--- src/rtl/key_matrix_scanner.sv ---
module key_matrix_scanner #(
  parameter int ROWS            = 6,
  parameter int COLS            = 8,
  parameter int DEBOUNCE_CYCLES = 250000
) (
  input  logic                              clk,
  input  logic                              rst_n,
  input  logic [COLS-1:0]                   col_sense,
  output logic [ROWS-1:0]                   row_drive,
  output logic                              key_valid,
  output logic [$clog2(ROWS*COLS)-1:0]      key_code
);
  localparam int CODE_W = $clog2(ROWS*COLS);
  localparam int SETTLE = 2;
  localparam int CW     = $clog2(DEBOUNCE_CYCLES + SETTLE + 1);

  typedef enum logic [2:0] {
    S_IDLE, S_DBP, S_ROW, S_COL, S_REL, S_DBR, S_EMIT
  } st_t;

  st_t              state;
  logic [COLS-1:0]  sync1, col_s2, first, colv;
  logic [ROWS-1:0]  row_sel;
  logic [CODE_W-1:0] code;
  logic [CW-1:0]    cnt;

  wire [COLS-1:0] nxt      = colv >> 1;
  wire            db_end   = (cnt == CW'(DEBOUNCE_CYCLES - 1));
  wire            set_end  = (cnt == CW'(SETTLE));
  wire            agree    = ((col_s2 & first) != '0);

  assign row_drive = (state == S_ROW) ? row_sel : '1;
  assign key_valid = (state == S_EMIT);
  assign key_code  = code;

  always_ff @(posedge clk or negedge rst_n) begin
    if (!rst_n) begin
      sync1  <= '0;
      col_s2 <= '0;
    end else begin
      sync1  <= col_sense;
      col_s2 <= sync1;
    end
  end

  always_ff @(posedge clk or negedge rst_n) begin
    if (!rst_n) begin
      state   <= S_IDLE;
      first   <= '0;
      colv    <= '0;
      row_sel <= '0;
      code    <= '0;
      cnt     <= '0;
    end else begin
      case (state)
        S_IDLE:
          if (col_s2 != '0) begin
            first <= col_s2;
            cnt   <= '0;
            state <= S_DBP;
          end
        S_DBP:
          if (db_end) begin
            cnt <= '0;
            if (agree) begin
              row_sel <= {1'b1, {(ROWS-1){1'b0}}};
              code    <= '0;
              state   <= S_ROW;
            end else begin
              state <= S_IDLE;
            end
          end else begin
            cnt <= cnt + 1'b1;
          end
        S_ROW:
          if (set_end) begin
            cnt <= '0;
            if (col_s2 != '0) begin
              colv  <= col_s2;
              state <= S_COL;
            end else begin
              code    <= code + CODE_W'(COLS);
              row_sel <= row_sel >> 1;
              if (row_sel[0]) state <= S_IDLE;
            end
          end else begin
            cnt <= cnt + 1'b1;
          end
        S_COL:
          if (nxt == '0) begin
            cnt   <= '0;
            state <= S_REL;
          end else begin
            code <= code + 1'b1;
            colv <= nxt;
          end
        S_REL:
          if (set_end) begin
            cnt   <= '0;
            first <= col_s2;
            state <= S_DBR;
          end else begin
            cnt <= cnt + 1'b1;
          end
        S_DBR:
          if (db_end) begin
            cnt   <= '0;
            state <= agree ? S_REL : S_EMIT;
          end else begin
            cnt <= cnt + 1'b1;
          end
        S_EMIT:  state <= S_IDLE;
        default: state <= S_IDLE;
      endcase
    end
  end

  p_rows_r2: assert property (@(posedge clk) disable iff (!rst_n)
    (row_drive == '1) || $onehot(row_drive));

  p_pulse_r6: assert property (@(posedge clk) disable iff (!rst_n)
    key_valid |=> !key_valid);

  p_range_r4: assert property (@(posedge clk) disable iff (!rst_n)
    key_valid |-> ({1'b0, key_code} < (CODE_W+1)'(ROWS*COLS)));

  p_quiet_r3: assert property (@(posedge clk) disable iff (!rst_n)
    (state == S_IDLE && col_sense == '0 && sync1 == '0 && col_s2 == '0)
      |=> (state == S_IDLE && !key_valid));

  p_after_release_r5: assert property (@(posedge clk) disable iff (!rst_n)
    key_valid |-> ($past(state) == S_DBR && row_drive == '1));
endmodule

--- config.mk ---
export PLATFORM = sky130hd
export DESIGN_NAME = key_matrix_scanner
export DESIGN_NICKNAME = d
export VERILOG_FILES = /design/src/rtl/key_matrix_scanner.sv
export SDC_FILE = /design/constraint.sdc
export NUM_CORES = 1
export LEC_CHECK = 0
export BUFFER_PORTS_ARGS = -buffer_cell sky130_fd_sc_hd__buf_4
export CORE_MARGIN = 2
export CORE_UTILIZATION = 54
export DETAILED_ROUTE_END_ITERATION = 12
export PLACE_DENSITY_LB_ADDON = 0.1
export SLEW_MARGIN = 20
export SYNTH_ARGS = -nofsm -noshare
export SYNTH_HDL_FRONTEND = slang
export SYNTH_SLANG_ARGS = --single-unit
--- constraint.sdc ---
create_clock -name clk -period 2.2 [get_ports clk]
set_input_delay 0.33 -clock clk [delete_from_list [all_inputs] [get_ports clk]]
set_output_delay 0.33 -clock clk [all_outputs]
set_load 0.01 [all_outputs]
### After elaboration in Yosys (flattened, before gate mapping)

Cells that the tools add are included.
W data, S select, Z words.

| storage, ports and cells | value |
|---|---|
| register bits | 65 |
| bits of input ports | 10 |
| output and inout bits | 13 |
| logic and storage cells | 82 |

| cells by class | value |
|---|---|
| $add $sub $neg | 3 |
| equal/unequal tests | 19 |
| multiplexer cells | 34 |
| bitwise logic cells | 1 |
| reductions and logical operators | 17 |

Operators by type and width:

| cell | number |
|---|---|
| $mux W18 | 4 |
| $pmux W18 S4 | 1 |
| $mux W6 | 10 |
| $mux W8 | 4 |
| $pmux W8 S2 | 2 |
| $mux W3 | 8 |
| $add A18 B1 Y18 const B | 1 |
| $eq A18 B18 Y1 const B | 1 |
| $eq A18 B2 Y1 const B | 1 |
| $ne A2 B2 Y1 const B | 9 |
| $pmux W3 S6 | 1 |
| $pmux W6 S3 | 1 |
| $reduce_bool A8 Y1 | 2 |
| $pmux W6 S2 | 1 |
| $eq A3 B3 Y1 const B | 3 |
| $and A8 B8 Y8 | 1 |
| $logic_not A8 Y1 | 1 |
| $reduce_and A7 Y1 | 1 |
| $add A6 B1 Y6 const B | 1 |
| $add A6 B4 Y6 const B | 1 |
| $eq A3 B2 Y1 const B | 2 |
| $reduce_and A3 Y1 | 2 |
| $reduce_and A6 Y1 | 1 |
| $reduce_bool A2 Y1 | 3 |
| 10 further kinds | 12 |

### Depth between registers and ports, before layout

Gate-level depths: netlist of run 1.

| depth | value |
|---|---|
| word-level depth | 5 |
| mapped depth | 8 |
| mapped depth without buffers | 7 |

### Worst setup path after synthesis of run 1

Ideal clock, no wire load.

| timing path | value |
|---|---|
| path kind | register -> register |
| from | register cnt[7] |
| to | register state[0] |
| library setup time | 128 ps |
| arrival time | 1906 ps |
| data required time | 2072 ps |
| setup slack | 167 ps |
| cell stages (with the launch flop) | 7 |
| path buffers | 1 |
| period minus slack after synthesis | 2033 ps |
| cell sequence | dfrtp_1 buf_6 or3_4 o31ai_4 nand3_2 nor3_2 mux2_1 |

| on the way | value |
|---|---|
| cells in the longest elaborated chain, start to end | 3 |
| elaborated cells on any way between the ends | 7 |
| classes of those cells | 6 x eq/ne; 1 x reduce/logical |

Ends and longest elaborated chain:

| item | RTL line | source |
|---|---|---|
| from (decl) | 25 | `logic [CW-1:0] cnt;` |
| from (signal assigned) | 73 | `cnt <= cnt + 1'b1;` |
| from (signal assigned) | 87 | `cnt <= cnt + 1'b1;` |
| from (signal assigned) | 103 | `cnt <= cnt + 1'b1;` |
| $eq A18 B2 Y1 / $eq A18 B18 Y1 (equally long branches) | 29, 28 |  |
| $ne A2 B2 Y1 (no line) | - |  |
| $reduce_and A7 Y1 (no line) * | - |  |
| to (signal assigned) | 108 | `state <= agree ? S_REL : S_EMIT;` |
| to (decl) | 21 | `st_t state;` |

Mark *: on every way between the ends. The rest lies on a longest branch, timed or not.
A chain may end at the register's enable or synchronous reset.

### Final worst setup path of run 1

| timing path | value |
|---|---|
| from | register cnt[6] |
| to | register first[3] |

| on the way | value |
|---|---|
| cells in the longest elaborated chain, start to end | 3 |

Ends and longest elaborated chain:

| item | RTL line | source |
|---|---|---|
| $eq A18 B2 Y1 | 29 | `wire set_end = (cnt == CW'(SETTLE));` |
| $ne A2 B2 Y1 (no line) | - |  |
| $reduce_and A3 Y1 (no line) | - |  |
| to (signal assigned) | 58 | `first <= col_s2;` |
| to (signal assigned) | 100 | `first <= col_s2;` |
| to (decl) | 22 | `logic [COLS-1:0] sync1, col_s2, first, colv;` |

No other way between the ends.

==> impl_metrics.yaml, run 1 <==
status:
  status: "finished, final reports clean"
cells_and_area:
  antenna_cells: 0
  utilization_pct: 68.1
  final_area_mm2: 0.00379
  fillers: 442
  area_growth_pct: 19.7
  nNetsFinal: 360
  multiInputGateArea_mm2: 0.00153
  regArea_mm2: 0.00160
  drive_gt1_share_pct: 27.6
power:
  vdd_drop_max_mv: 0.659
  powerDensity_mw_per_mm2: 1180
  p_leak_nw: 1.67
  power.total_mw: 4.48
grt:
  grt_overflow: 0
  grt_max_degree: 65
  grtUsageTotal_pct: 23.1
  grt_pass1_vias: 2377
  grt_pass1_wl_mm: 11.2
  grt_antenna_before_repair: 0
detailed_routing:
  vias: 2461
  routed_wl_mm: 6.68
  via_per_inst: 5.82
  drc_errors: 0
  antenna_left: 0
  first_pass_iters: 4
  wl_per_cell_um: 15.8
  drtIter0Drc: 133
logic_synthesis:
  synth_edf_count: 0
  yosysSeqAreaShare_pct: 50.5
  synthesis.area_mm2: 0.00317
  synthDistinctLibCells: 58
  syn_avg_cell_area_um2: 10.6
  syn_nets: 312
  async_reset_ff_share_pct: 100
  yosysWarnings: 0
  syn_inst: 298
  synth_ff_type: "dfrtp_1"
  ys_ff_latch: 64
setup_path:
  crit_path_max_fanout: 8
  start_kind: "register"
  crit_required_ns: 2.43
  arrival_ns: 2.33
  critical_path_class: "reg -> reg"
  crit_path_end_kind: "register"
  r2r_cells: 6
clock_tree:
  clockBufferDepth: 2
  htree_levels: 3
  cts-hold-fix-buffers: 0
  clk-insertion-delay-late_ns: 0.35
  cts_num_sinks: 64
  cts_tree: "built"
  root_buffer: "clkbuf_8"
  cts_buffers: 9
  cts.clk_slew.worst_paths_ns: 0.07
timing:
  timing.final.ws_setup_ns: 0.101
  tns_ns: 0
  min_period_over_period_pct: 95.4
  tightest_slew_ns: 0.775
  fin_worst_skew_ns: 0.00817
  rsz0062_at_grt: "false"
  slew_viol_final: 0
  min_period_ns: 2.10
  fmax_ghz: 0.476
  finalSetupViolCount: 0
  timing.final.hold_violations: 0
  maxSlewHeadroom_pct: 48.3
floorplanning:
  die_x_um: 80.6
  core_mm2: 0.00557
  boundaryPins: 23
  die-area_mm2: 0.00650
  fp.dieH_um: 80.6
  rows: 27
  start_util_pct: 56.9
place:
  dp_hpwl_mm: 4.58
  place_ws_ns: 0.0189
  gp_congestion: 0.842
  dpl_cell_area_mm2: 0.00355
  port-buffer-count: 22
run:
  cap_violations: 0
worst_hold_path:
  hold_class: "in -> async"
==> power breakdown <==
part	leakage [nW]	internal, mW	switching (mW)
clock	0.0845	0.440	0.480
sequential	0.819	1.42	0.228
combinational	0.767	0.892	1.02
total	1.67	2.75	1.73
==> synth_stat cells (all sizes together), types with 7 or more instances <==
library cell | n | area [um^2]
a21oi | 17 | 85.1
a22o | 9 | 78.8
a31oi | 8 | 50.1
dfrtp | 64 | 1600
inv | 7 | 26.3
mux2 | 10 | 143
mux2i | 7 | 70.1
nand2 | 28 | 108
nand2b | 11 | 68.8
nand3 | 15 | 80.1
nor2 | 13 | 48.8
nor3 | 7 | 51.3
nor4 | 11 | 81.3
o21ai | 22 | 114
==> critical path, cell delays in order (launching register included) <==
cell      delay [ns]
dfrtp_1         0.45
nor4_4          0.33
nand2_2         0.17
nor3_4          0.22
nand2_2         0.09
a21boi_4        0.38
mux2_4          0.34
==> state kept, by name (all words and copies together), names as in the netlist <==
register / flops
key_code: 6
sync1: 8
row_sel: 6
cnt: 18
first: 8
state: 3
colv: 7
col_s2: 8
==> path summary, 6_finish.rpt <==
path,startpoint,end,slack (ns)
min reg2reg,sync1[2]$_DFF_PN0_,col_s2[2]$_DFF_PN0_,0.35
max,cnt[6]$_DFFE_PN0P_,first[3]$_DFFE_PN0P_,0.10
max reg2reg,cnt[6]$_DFFE_PN0P_,first[3]$_DFFE_PN0P_,0.10
min in group clk,col_sense[4],sync1[4]$_DFF_PN0_,0.09
min,rst_n,colv[4]$_DFFE_PN0P_,0.06
max in group asynchronous,rst_n,cnt[12]$_DFFE_PN0P_,1.63
==> logic make-up after synthesis <==
group                    count (synthesis)  synth area share (%)
XOR/XNOR                                 1                 0.276
AO/OA/AOI/OAI                           76                  16.9
buffers and inverters                   18                  2.84
AND/OR/NAND/NOR                        118                  21.2
adder cells (fa/ha/maj)                  4                  1.58
flip-flops                              64                  50.5
multiplexers                            17                  6.71
==> cell type report <==
type	instances	area share, %
flip-flops and latches	64	42.2
multi-input cells	216	40.4
repair buffers	48	9.50
clock buffers	10	3.63
well taps	72	2.37
clock inverters	6	1.19
inverters	7	0.693
==> metal layers <==
layer / routed length, um / track usage (%) / share of wire [%]
met5: 0 / 0 / 0
met2: 3020 / 36.3 / 45
met3: 256 / 5.51 / 3.8
met4: 122 / 9.66 / 1.8
met1: 3280 / 30.6 / 49
==> what timing repair did <==
item / in CTS / in global routing
setup endpoints to repair: 1 / 29
buffers inserted: 0 / 1
resized for setup: 1 / 8
pin swaps: 0 / 1
cloned: 0 / 0
==> placed cells by master, fill, tap and decap left out, types with 8 or more instances in the layout <==
cell type,n
nor2_1,13
a21oi_1,17
o21ai_1,8
nand2_1,26
nand2b_1,11
clkbuf_8,10
mux2_4,8
buf_4,48
nand3_1,14
o21ai_0,13
a22o_1,9
a31oi_1,8
dfrtp_1,64
==> through the flow <==
| stage | std cells | hold WS, ns |
|---|---|---|
| detailed placement | 406 | 0.335 |
| floorplan | 298 | 0.0344 |
| global route | 423 | 0.0696 |
| finish | 423 | 0.0630 |
| global placement | 406 | 0.333 |
| CTS | 422 | 0.0663 |
No activity file was read; power rests on OpenSTA's default activity.
==> inputs of run 2 (changes only) <==
--- a/config.mk
+++ b/config.mk
@@ -7,7 +7,7 @@
 export LEC_CHECK = 0
 export BUFFER_PORTS_ARGS = -buffer_cell sky130_fd_sc_hd__buf_4
 export CORE_MARGIN = 2
-export CORE_UTILIZATION = 54
+export CORE_UTILIZATION = 64
 export DETAILED_ROUTE_END_ITERATION = 12
 export PLACE_DENSITY_LB_ADDON = 0.1
 export SLEW_MARGIN = 20
==> constraint.sdc (replaced) <==
create_clock -name clk -period 2.68 [get_ports clk]
set_input_delay 0.402 -clock clk [delete_from_list [all_inputs] [get_ports clk]]
set_output_delay 0.402 -clock clk [all_outputs]
set_load 0.01 [all_outputs]
==> run 2 against run 1 <==
  * Largest cell class unchanged
  * Die area is 15% lower
  * Largest power group unchanged
  * Critical endpoint is now key_code[4]$_DFFE_PN0P_
  * Maximum frequency fell by 11%
  * Core utilization up 6.8 points
==> impl_metrics.yaml, run 2 (synthesized netlist as in run 1, its figures left out) <==
status:
  status: "finished, final reports clean"
timing:
  min_period_over_period_pct: 88.4
  fmax_ghz: 0.422
  maxSlewHeadroom_pct: 49.1
  tightest_slew_ns: 0.763
  min_period_ns: 2.37
  finalSetupViolCount: 0
  slew_viol_final: 0
  hold_slack_ns: 0.145
  timing.final.hold_violations: 0
  tns_ns: 0
  rsz0062_at_grt: "false"
  fin_worst_skew_ns: 0.0104
setup_path:
  crit_path_max_fanout: 17
  r2r_cells: 6
  cpPeakStageDelay_ns: 0.63
  arrival_ns: 2.59
  crit_path_end_kind: "register"
  crit_path_cell_trace: "and3b_1 > a31oi_1 > and2b_1 > o211ai_2 > o21ai_0 > a221o_1"
  crit_required_ns: 2.90
  r2r_slack_ns: 0.31
  cp_slowest_cell: "dfrtp_1"
  r2r_end: "key_code[4]$_DFFE_PN0P_"
  reg2reg_from: "state[1]$_DFFE_PN0P_"
  start_kind: "register"
  critical_path_class: "reg -> reg"
place:
  gp_congestion: 0.850
  dp_hpwl_mm: 4.19
  port-buffer-count: 22
  dpl_cell_area_mm2: 0.00338
power:
  vdd_drop_max_mv: 0.604
  powerDensity_mw_per_mm2: 992
  p_leak_nw: 1.54
  power.total_mw: 3.53
clock_tree:
  cts_buffers: 9
  cts-hold-fix-buffers: 0
  cts-resized-gates: 0
  cts_num_sinks: 64
  clockBufferDepth: 2
  clk-insertion-delay-late_ns: 0.34
  root_buffer: "clkbuf_8"
  cts.clk_slew.worst_paths_ns: 0.07
  htree_levels: 3
  post-cts-setup-buffer-count: 0
  cts_tree: "built"
floorplanning:
  boundaryPins: 23
  start_util_pct: 66.7
  rows: 25
  fp.dieH_um: 74.4
  core_mm2: 0.00475
  die-area_mm2: 0.00553
  die_x_um: 74.4
cells_and_area:
  fillers: 352
  largest_register_ffs: 18
  layout_common_cells: "64 x dfrtp_1, 27 x nand2_1, 25 x buf_4"
  nNetsFinal: 337
  area_growth_pct: 12.4
  drive_gt1_share_pct: 20.4
  final_area_mm2: 0.00356
  top_register: "cnt"
  utilization_pct: 74.9
  layout.cells.most_common: "dfrtp_1"
  antenna_cells: 0
detailed_routing:
  via_per_inst: 6.06
  routed_wl_mm: 6.15
  vias: 2392
  wl_per_cell_um: 15.6
  drc_errors: 0
  first_pass_iters: 5
  antenna_left: 0
  drtIter0Drc: 205
worst_hold_path:
  hold_class: "in -> async"
run:
  cap_violations: 0
grt:
  grtUsageTotal_pct: 24.8
  grt_antenna_before_repair: 0
  grt_max_degree: 65
  grt_overflow: 0
  grt_pass1_wl_mm: 10.4
  grt_pass1_vias: 2193
run 2: area by class of cell:
type	count	area [um^2]	area share, %
clock buffer	12	155	4.36
multi-input combinational	216	1480	41.5
clock inverter	4	28.8	0.808
inverter	7	26.3	0.738
tap	67	83.8	2.35
timing repair buffer	25	188	5.27
sequential	64	1600	45.0
run 2: how the worst max path moves through the flow:
stage	start	endpoint	slack, ns	cells past startpoint
floorplan	cnt[7]$_DFFE_PN0P_	state[0]$_DFFE_PN0P_	0.65	6
global placement	state[0]$_DFFE_PN0P_	cnt[14]$_DFFE_PN0P_	0.39	6
detailed placement	state[0]$_DFFE_PN0P_	cnt[14]$_DFFE_PN0P_	0.36	6
CTS	state[0]$_DFFE_PN0P_	cnt[14]$_DFFE_PN0P_	0.32	6
global route	state[1]$_DFFE_PN0P_	key_code[4]$_DFFE_PN0P_	0.17	6
finish	state[1]$_DFFE_PN0P_	key_code[4]$_DFFE_PN0P_	0.31	6
run 2: through the flow:
step | std cells | setup slack (ns)
6_report | 395 | 0.312
2_1_floorplan | 298 | 0.647
5_1_grt | 395 | 0.169
3_3_place_gp | 379 | 0.392
3_5_place_dp | 379 | 0.360
4_1_cts | 395 | 0.324
run 2: power breakdown:
part	switching [mW]	internal, mW	total, mW
clock	0.366	0.386	0.753
sequential	0.221	1.16	1.38
combinational	0.761	0.635	1.40
total	1.35	2.18	3.53
run 2: critical path: cells and delay by family (launching register included):
kind	cells	cell delay, ns
simple gates	2	0.83
flops	1	0.63
compound gates	4	0.81
run 2: layer usage:
| layer | track usage [%] | vias up | share of wire (%) |
|---|---|---|---|
| met5 | 0 | - | 0 |
| met2 | 37.0 | 64 | 46 |
| li1 | - | 1153 | - |
| met1 | 35.8 | 1164 | 48 |
| met3 | 5.28 | 11 | 4.7 |
| met4 | 9.72 | 0 | 1.2 |
